[config.mk]
export PLATFORM = sky130hd
export DESIGN_NAME = fs_reclaim_gate
export DESIGN_NICKNAME = d
export VERILOG_FILES = /design/src/rtl/fs_reclaim_gate.sv
export SDC_FILE = /design/constraint.sdc
export NUM_CORES = 1
export LEC_CHECK = 0
export BUFFER_PORTS_ARGS = -buffer_cell sky130_fd_sc_hd__buf_4
export CAP_MARGIN = 5
export CELL_PAD_IN_SITES_DETAIL_PLACEMENT = 2
export CELL_PAD_IN_SITES_GLOBAL_PLACEMENT = 2
export CORE_MARGIN = 3
export CORE_UTILIZATION = 30
export CTS_CLUSTER_DIAMETER = 60
export DETAILED_ROUTE_END_ITERATION = 10
export PLACE_DENSITY = 0.77
export SLEW_MARGIN = 20
export SYNTH_ARGS = -nofsm -noshare
export SYNTH_HDL_FRONTEND = slang
export SYNTH_SLANG_ARGS = --single-unit
[constraint.sdc]
create_clock -name clk -period 2.71 [get_ports clk]
set_clock_uncertainty 0.05 [all_clocks]
set_input_delay 0.813 -clock clk [delete_from_list [all_inputs] [get_ports clk]]
set_output_delay 0.813 -clock clk [all_outputs]
set_load 0.02 [all_outputs]
[src/rtl/fs_reclaim_gate.sv]
module fs_reclaim_gate #(
  parameter int TIME_W      = 14,
  parameter int BYTE_W      = 8,
  parameter int SMALL_BYTES = 32,
  parameter int LARGE_BYTES = 64,
  parameter int OVERHEAD    = 64
) (
  input  logic              clk,
  input  logic              rst_n,
  input  logic              frame_start,
  input  logic [TIME_W-1:0] time_left,
  input  logic              maxp_sel,
  input  logic              req,
  input  logic              byte_stb,
  input  logic              xfer_end,
  output logic              permit,
  output logic              babble,
  output logic              stall_req
);
  localparam int NEED_S = SMALL_BYTES * 8 + OVERHEAD;
  localparam int NEED_L = LARGE_BYTES * 8 + OVERHEAD;
  localparam logic [BYTE_W-1:0] CNT_MAX = {BYTE_W{1'b1}};

  logic              active, crit, flagged, locked;
  logic [BYTE_W-1:0] cnt, budget_q;

  wire [TIME_W-1:0] need      = maxp_sel ? TIME_W'(NEED_L) : TIME_W'(NEED_S);
  wire              enough    = time_left >= need;
  wire              in_window = time_left < TIME_W'(NEED_L);
  wire              lock_eff  = locked & ~frame_start;
  wire              grant     = req & ~active & ~lock_eff & enough;
  wire              deny_time = req & ~active & ~enough;
  wire [BYTE_W-1:0] cnt_nxt   = (cnt == CNT_MAX) ? cnt : cnt + 1'b1;
  wire              over      = active & byte_stb & crit & ~flagged & (cnt_nxt > budget_q);

  always_ff @(posedge clk) begin
    if (!rst_n) begin
      permit    <= 1'b0;
      babble    <= 1'b0;
      stall_req <= 1'b0;
      active    <= 1'b0;
      crit      <= 1'b0;
      flagged   <= 1'b0;
      locked    <= 1'b0;
      cnt       <= '0;
      budget_q  <= '0;
    end else begin
      permit    <= grant;
      babble    <= over;
      stall_req <= over;
      if (frame_start) locked <= 1'b0;
      if (deny_time)   locked <= 1'b1;
      if (grant) begin
        active   <= 1'b1;
        crit     <= in_window;
        cnt      <= '0;
        flagged  <= 1'b0;
        budget_q <= maxp_sel ? BYTE_W'(LARGE_BYTES) : BYTE_W'(SMALL_BYTES);
      end else begin
        if (xfer_end)          active  <= 1'b0;
        if (active & byte_stb) cnt     <= cnt_nxt;
        if (over)              flagged <= 1'b1;
      end
    end
  end

  assert_permit_time_R2: assert property (@(posedge clk) disable iff (!rst_n)
    permit |-> ($past(time_left) >= ($past(maxp_sel) ? TIME_W'(NEED_L) : TIME_W'(NEED_S))));
  assert_babble_crit_R3: assert property (@(posedge clk) disable iff (!rst_n)
    babble |-> $past(crit && byte_stb && active));
  assert_stall_with_babble_R4: assert property (@(posedge clk) disable iff (!rst_n)
    stall_req == babble);
  assert_lock_blocks_R5: assert property (@(posedge clk) disable iff (!rst_n)
    permit |-> $past(!locked || frame_start));
  assert_babble_pulse_R6: assert property (@(posedge clk) disable iff (!rst_n)
    babble |=> !babble);
  assert_no_window_no_babble_R7: assert property (@(posedge clk) disable iff (!rst_n)
    (active && !crit) |=> !babble);
endmodule

==> results.md, run 1 <==
- Final wirelength: 2.36 mm
- DR iter-0 viols: 15
- Vias per inst: 4.97
- First-pass GRT wire length: 4.01 mm
- Chip Width: 62.0 µm
- Max-Cap Viols: 0
- Port Buffer Count: 17
- Post-CTS setup buffers: 0
- Seq/Total Area, Yosys: 0.341
- Adder-cell share of the synthesized area: 0.0666
- Post-synth top area cell: dfxtp_1
- Post-route ant nets: 0
- Clock Sinks: 16
- First-pass iteration count of the detailed router: 4
- XOR/XNOR Fraction of Synth Area: 0.0466
- Yosys warns: 0
- Worst Path Required: 2.85 ns
- Setup TNS: 0 ns
- # rows: 19
- Area Growth Syn to Fin: 20.5%
- Compound-cell area share of the yosys netlist: 0.181
- Hold buffers post-CTS: 0
- Die ar.: 3840 µm²
- Initial Util: 0.327
- Unrepaired setup endpoints after global routing: false
- Status: complete, no violations
- Grt ovf: 0
- Crit path time final: 2.52 ns
- Vias: 805
- Worst Setup Start Kind: flip-flop
- Antenna violations before repair: 0
- Worst R2R Path Depth: 11
- Post-synthesis cell area: 940 µm²
- Util after Layout: 0.394
- Crit Path Max Fanout: 5
- DR WL/cell: 14.6 µm
- Worst setup path class: flip-flop to flip-flop
- Die Y: 62.0 µm
- Fin Hold WS: 0.436 ns
- Top-area cell type share of the netlist area: 0.341
- Vias in the first global route: 844
- Final setup vio count: 0
- Antenna fix cells: 0
- CTS clk-pin slew, worst paths: 0.09 ns
- Skew-Pair Late Insertion Delay: 0.29 ns
- PwrDens: 392 nW/µm²
- Final RePlAce weighted congestion: 0.789
- Post-synthesis cell count: 103
- Leakage: 0.432 nW
- Final hold vios: 0
- Peak Freq: 397 MHz
- Leading post-synthesis cells by cell area: dfxtp_1 (34%), ha_1 (6.7%), nor2_1 (4.4%)
- Post-CTS Resized: 0
- Data arrival, critical path: 2.66 ns
- Hold Path Stages: 1
- Post-Layout Inst Area: 1130 µm²
- CTS buffer count: 3
- Hold Crit Class: flip-flop to flip-flop
- Fin. max-slew vios: 0
- Maximum vdd drop: 0.207 mV
- Largest family of logic cells by synthesized area: simple AND/OR/NAND/NOR gates
- Yosys cell types: 40
- Syn avg cell area: 9.12 µm²
- I/O Pins: 24
- GRT Util Overall: 0.146
- Reg2reg setup slack: 0.19 ns
- Worst setup EP type: flip-flop
- Slew HR: 0.821
- Synth Area in Simple Gates: 0.286
- CTS tree: yes
- Least-Margin Pin Slew: 0.269 ns
- Core area: 2880 µm²
- Clock Tree Root: clkbuf_4
- Layout cell share with drive strength beyond 1: 0.292
- Placement Cell Area: 1100 µm²
- Syn nets: 129
- Final period util: 0.930
- Largest net degree at the start of global routing: 10
- Proportion of synthesized area in mux cells: 0.0426
- H-tree levels: 1
- #FFs+latches synth: 16
- Max Buffers Root-to-Sink: 2
- Layout Nets: 148
- Remaining DRCs: 0
Yosys cell counts (all sizes together):
| cell | count |
|---|---|
| dfxtp | 16 |
| nor2 | 12 |
| a21oi | 8 |
| nand2 | 6 |
| ha | 5 |
| nand3 | 5 |
| and2 | 4 |
| mux2i | 4 |
| nor2b | 4 |
| o21ai | 4 |
| xnor2 | 4 |
| nand2b | 3 |
| nor3 | 3 |
| o21a | 3 |
| buf | 2 |
| clkbuf | 2 |
| inv | 2 |
| a21boi | 1 |
| a311oi | 1 |
| a31oi | 1 |
| a41o | 1 |
| and2b | 1 |
| and3b | 1 |
| and4 | 1 |
| nand3b | 1 |
| nand4 | 1 |
| nand4b | 1 |
| o211ai | 1 |
| o21ba | 1 |
| o32ai | 1 |
| or3 | 1 |
| or4 | 1 |
| xor2 | 1 |
power by group:
part / total (mW) / internal [mW] / switching [mW]
logic: 0.0706 / 0.0367 / 0.0338
registers: 0.244 / 0.240 / 0.00359
clock network: 0.129 / 0.0517 / 0.0772
total: 0.444 / 0.329 / 0.115
critical path, stage by stage, from the launching register on:
cell and delay [ns]:
dfxtp_2 0.36, ha_1 0.24, and4_4 0.21, and2_2 0.22, nor2_1 0.10, a21oi_1 0.07
ha_1 0.31, nor2b_1 0.16, nand4_1 0.13, o32ai_2 0.26, a21oi_1 0.13, and3b_1 0.19
area by class of cell:
| class | instances | area, µm² |
|---|---|---|
| Fill cell | 319 | 1740 |
| Multi-Input combinational cell | 81 | 593 |
| Sequential cell | 16 | 322 |
| Timing Repair Buffer | 18 | 135 |
| Tap cell | 42 | 52.6 |
| Clock buffer | 3 | 22.5 |
| Inverter | 2 | 7.51 |
per-stage QoR:
step	worst slack, ns	power (mW)	instances
final	0.189	0.444	162
after global routing	0.0123	0.472	162
after CTS	0.0958	0.452	162
after detailed placement	0.188	0.319	159
after global placement	0.244	0.316	159
after floorplan	0.410	0.291	103
cells in the final DEF, fill, tap and decap left out, drive strengths merged:
| cell | synthesis | routed |
|---|---|---|
| buf | 2 | 18 |
| dfxtp | 16 | 16 |
| nor2 | 12 | 12 |
| a21oi | 8 | 8 |
| nand2 | 6 | 6 |
| nand3 | 5 | 5 |
| ha | 5 | 5 |
| mux2i | 4 | 4 |
| nor2b | 4 | 4 |
| xnor2 | 4 | 4 |
| and2 | 4 | 4 |
| o21ai | 4 | 4 |
| o21a | 3 | 3 |
| clkbuf | 2 | 3 |
| nand2b | 3 | 3 |
| nor3 | 3 | 3 |
| inv | 2 | 2 |
| and4 | 1 | 1 |
| and2b | 1 | 1 |
| o211ai | 1 | 1 |
| or4 | 1 | 1 |
| nand3b | 1 | 1 |
| a31oi | 1 | 1 |
| nand4 | 1 | 1 |
| o32ai | 1 | 1 |
| and3b | 1 | 1 |
| or3 | 1 | 1 |
| o21ba | 1 | 1 |
| nand4b | 1 | 1 |
| a21boi | 1 | 1 |
| a41o | 1 | 1 |
| xor2 | 1 | 1 |
| a311oi | 1 | 1 |
cell families after synthesis:
kind of cell               Yosys count
and+or+nand+nor                     45
muxes                                4
DFF                                 16
buffers and inverters                6
adders and majority gates            5
AOI/OAI and AO/OA                   22
xor gates and xnor gates             5
path summary, 6_finish.rpt:
kind	from	end
max	cnt[0]	stall_req
max reg2reg	cnt[0]	stall_req
min reg2reg	flagged	flagged
min	flagged	flagged
registers in the layout, summed over array words and instances, names as in the netlist:
name       count
crit           1
budget_q       2
flagged        1
permit         1
locked         1
cnt            8
stall_req      1
active         1
per-layer routing:
layer | track usage | share of wire | up-vias
met4 | 0.0545 | 0.018 | 0
met3 | 0.0434 | 0.029 | 4
met1 | 0.178 | 0.45 | 393
li1 | - | - | 401
met2 | 0.243 | 0.50 | 7
met5 | 0 | 0 | -
(Power assumes the default switching activity.)
==> run 2, diff against run 1 <==
--- a/config.mk
+++ b/config.mk
@@ -5,12 +5,13 @@
 export SDC_FILE = /design/constraint.sdc
 export NUM_CORES = 1
 export LEC_CHECK = 0
+export ABC_AREA = 1
 export BUFFER_PORTS_ARGS = -buffer_cell sky130_fd_sc_hd__buf_4
 export CAP_MARGIN = 5
 export CELL_PAD_IN_SITES_DETAIL_PLACEMENT = 2
 export CELL_PAD_IN_SITES_GLOBAL_PLACEMENT = 2
 export CORE_MARGIN = 3
-export CORE_UTILIZATION = 30
+export CORE_UTILIZATION = 27
 export CTS_CLUSTER_DIAMETER = 60
 export DETAILED_ROUTE_END_ITERATION = 10
 export PLACE_DENSITY = 0.77
==> results.md, run 2 <==
- Core area: 3390 µm² (+18%)
- I/O Pins: 24 (unchanged)
- Die ar.: 4330 µm² (+13%)
- Vias per inst: 4.59 (-7.7%)
- Count leader, synth: nand2_1
- Top flop regs: cnt x8, budget_q x2
- Vias: 963 (+20%)
- Post-route ant nets: 0 (unchanged)
- Slew HR: 0.780 (-0.0405)
- Hpwl dp: 2.29 mm
- Post-CTS setup buffers: 0 (unchanged)
- Crit Path Max Fanout: 5 (unchanged)
- Layout Nets: 191 (+29%)
- Capturing point of the worst reg2reg path: flagged
- Fin Hold WS: 0.432 ns (-0.00431 ns)
- First-pass iteration count of the detailed router: 2 (-2)
- Final RePlAce weighted congestion: 0.763 (-3.4%)
- CTS clk-pin slew, worst paths: 0.10 ns (about the same)
- Data arrival, critical path: 2.57 ns (-0.09 ns)
- Remaining DRCs: 0 (unchanged)
- Maximum vdd drop: 0.239 mV (+16%)
- Final setup vio count: 0 (unchanged)
- Clock Sinks: 16 (unchanged)
- Final hold vios: 0 (unchanged)
- Setup TNS: 0 ns (unchanged)
- Worst Setup Start Kind: flip-flop
- H-tree levels: 1 (unchanged)
- First-pass GRT wire length: 4.66 mm (+16%)
- Skew-Pair Late Insertion Delay: 0.29 ns (about the same)
- Util after Layout: 0.353 (-0.0411)
- Synth cell count leaders: nand2_1 (35), nor2_1 (25), inv_1 (19)
- CTS buffer count: 3 (unchanged)
- Area Growth Syn to Fin: 23.9%
- Top-area cell type share of the netlist area: 0.332 (-0.00884)
- Crit path time final: 2.44 ns (-0.0826 ns)
- Layout cell share with drive strength beyond 1: 0.244 (-0.0478)
- Post-CTS Resized: 0 (unchanged)
- Syn avg cell area: 6.75 µm² (-26%)
- Least-Margin Pin Slew: 0.330 ns (+0.0608 ns)
- Leakage: 0.540 nW (+25%)
- Clock Tree Root: clkbuf_4
- Status: complete, no violations
- DR iter-0 viols: 20 (+5)
- Syn nets: 169 (+31%)
- GRT Util Overall: 0.141 (-0.00561)
- Worst Path Required: 2.84 ns (about the same)
- Final period util: 0.900 (-0.0305)
- Initial Util: 0.285 (-0.0421)
- Seq/Total Area, Yosys: 0.332 (-0.00884)
- Yosys warns: 0 (unchanged)
- Die Y: 65.8 µm (+6.1%)
- DR WL/cell: 12.6 µm (-14%)
- Ys async rst share: 0 (unchanged)
- # rows: 21 (+2)
- Worst setup path class: flip-flop to flip-flop
- Final wirelength: 2.65 mm (+12%)
- Antenna violations before repair: 0 (unchanged)
- Yosys cell types: 26 (-35%)
- Vias in the first global route: 1057 (+25%)
- Peak Freq: 410 MHz (+3.4%)
- Grt ovf: 0 (unchanged)
- Worst setup EP type: flip-flop
- Hold Crit Class: flip-flop to flip-flop
- PwrDens: 396 nW/µm² (+1.1%)
- EDFF count, synth: 0 (unchanged)
- Predominant post-synthesis flop cell: dfxtp_1
- Max Buffers Root-to-Sink: 2 (unchanged)
- WHS Endpoint: budget_q[6]
- Largest net degree at the start of global routing: 10 (unchanged)
- Most flops, register: cnt
- Antenna fix cells: 0 (unchanged)
- Reg-to-reg startpoint: cnt[1]
- Leading post-synthesis cells by cell area: dfxtp_1 (33%), nand2_1 (14%), nor2_1 (9.7%)
- CTS tree: yes
- Commonest non-fill, non-tap cells in the layout: nand2_1 (35), nor2_1 (25), inv_1 (19)
- Max-Cap Viols: 0 (unchanged)
- Reg2reg setup slack: 0.27 ns (+0.08 ns)
- Worst hold start: budget_q[6]
- Port Buffer Count: 17 (unchanged)
- Worst R2R Path Depth: 16 (+5)
- #FFs+latches synth: 16 (unchanged)
- Most common cell after layout, fill and taps aside: nand2_1
- Unrepaired setup endpoints after global routing: false
- Post-synthesis cell area: 965 µm² (+2.7%)
- Post-synth top area cell: dfxtp_1
- Hold Path Stages: 2 (+1)
- Fin. max-slew vios: 0 (unchanged)
- Largest register FFs: 8 (unchanged)
- Chip Width: 65.8 µm (+6.1%)
- Post-synthesis cell count: 143 (+39%)
- Hold buffers post-CTS: 0 (unchanged)
==> run 2: cell count changes after synthesis, moves of 4 or more <==
cell,previous run,this run
mux2i_1,4,0
inv_1,2,19
nor2b_1,4,0
nand2_1,6,35
nand2_2,0,4
nor2_1,11,25
==> run 2: critical path: stages (launching register included) <==
cell and delay (ns):
dfxtp_2 0.38, ha_1 0.19, nand2_2 0.10, inv_2 0.08, nand2_1 0.06, xnor2_1 0.15
or2_2 0.30, ha_1 0.28, inv_1 0.05, nor2_1 0.11, nand2_1 0.06, nor2_1 0.10
nand2_1 0.06, nor2_1 0.13, nand3_2 0.07, nand2_1 0.11, a21oi_2 0.06
==> run 2: kinds of logic (layout without fill, tap and decap cells) <==
family,after synthesis,in the layout,share of synthesized area
flip-flops,16,16,0.332
AND/OR/NAND/NOR,81,81,0.388
adder cells (fa/ha/maj),5,5,0.0649
AO/OA/AOI/OAI,15,15,0.0947
XOR/XNOR,3,3,0.0272
buffers and inverters,23,44,0.0934
==> run 2: per-layer routing <==
layer / part of all wire / GRT usage / routed length, µm
met1: 0.41 / 0.155 / 1100
met2: 0.55 / 0.269 / 1450
met5: 0 / 0 / 0
met3: 0.023 / 0.0119 / 60
met4: 0.015 / 0.0622 / 39
==> run 2: how the worst max path moves through the flow <==
stage | from | end | cells after the start
global placement | cnt[1] | flagged | 17
global route | cnt[1] | flagged | 17
detailed placement | cnt[1] | flagged | 17
floorplan | cnt[0] | flagged | 16
CTS | cnt[1] | flagged | 17
finish | cnt[1] | flagged | 16
==> run 2: final cells by class <==
cell class,count,area (µm²)
Fill cell,431,2190
Multi-Input combinational cell,104,562
Sequential cell,16,322
Timing Repair Buffer,18,135
Inverter,22,82.6
Tap cell,46,57.6
Clock buffer,4,36.3
==> run 2: power by group <==
group,total [mW],switching (mW),internal (mW)
Clock,0.159,0.0775,0.0818
Sequential,0.245,0.00411,0.241
Combinational,0.0685,0.0385,0.0300
==> run 2: stage by stage <==
stage | cells | cell area, µm² | power, mW | worst slack [ns]
after detailed placement | 206 | 1150 | 0.321 | 0.157
after CTS | 210 | 1190 | 0.478 | 0.107
after floorplan | 143 | 965 | 0.287 | 0.508
final | 210 | 1190 | 0.473 | 0.272
after global placement | 206 | 1150 | 0.315 | 0.223
after global routing | 210 | 1190 | 0.502 | 0.00787
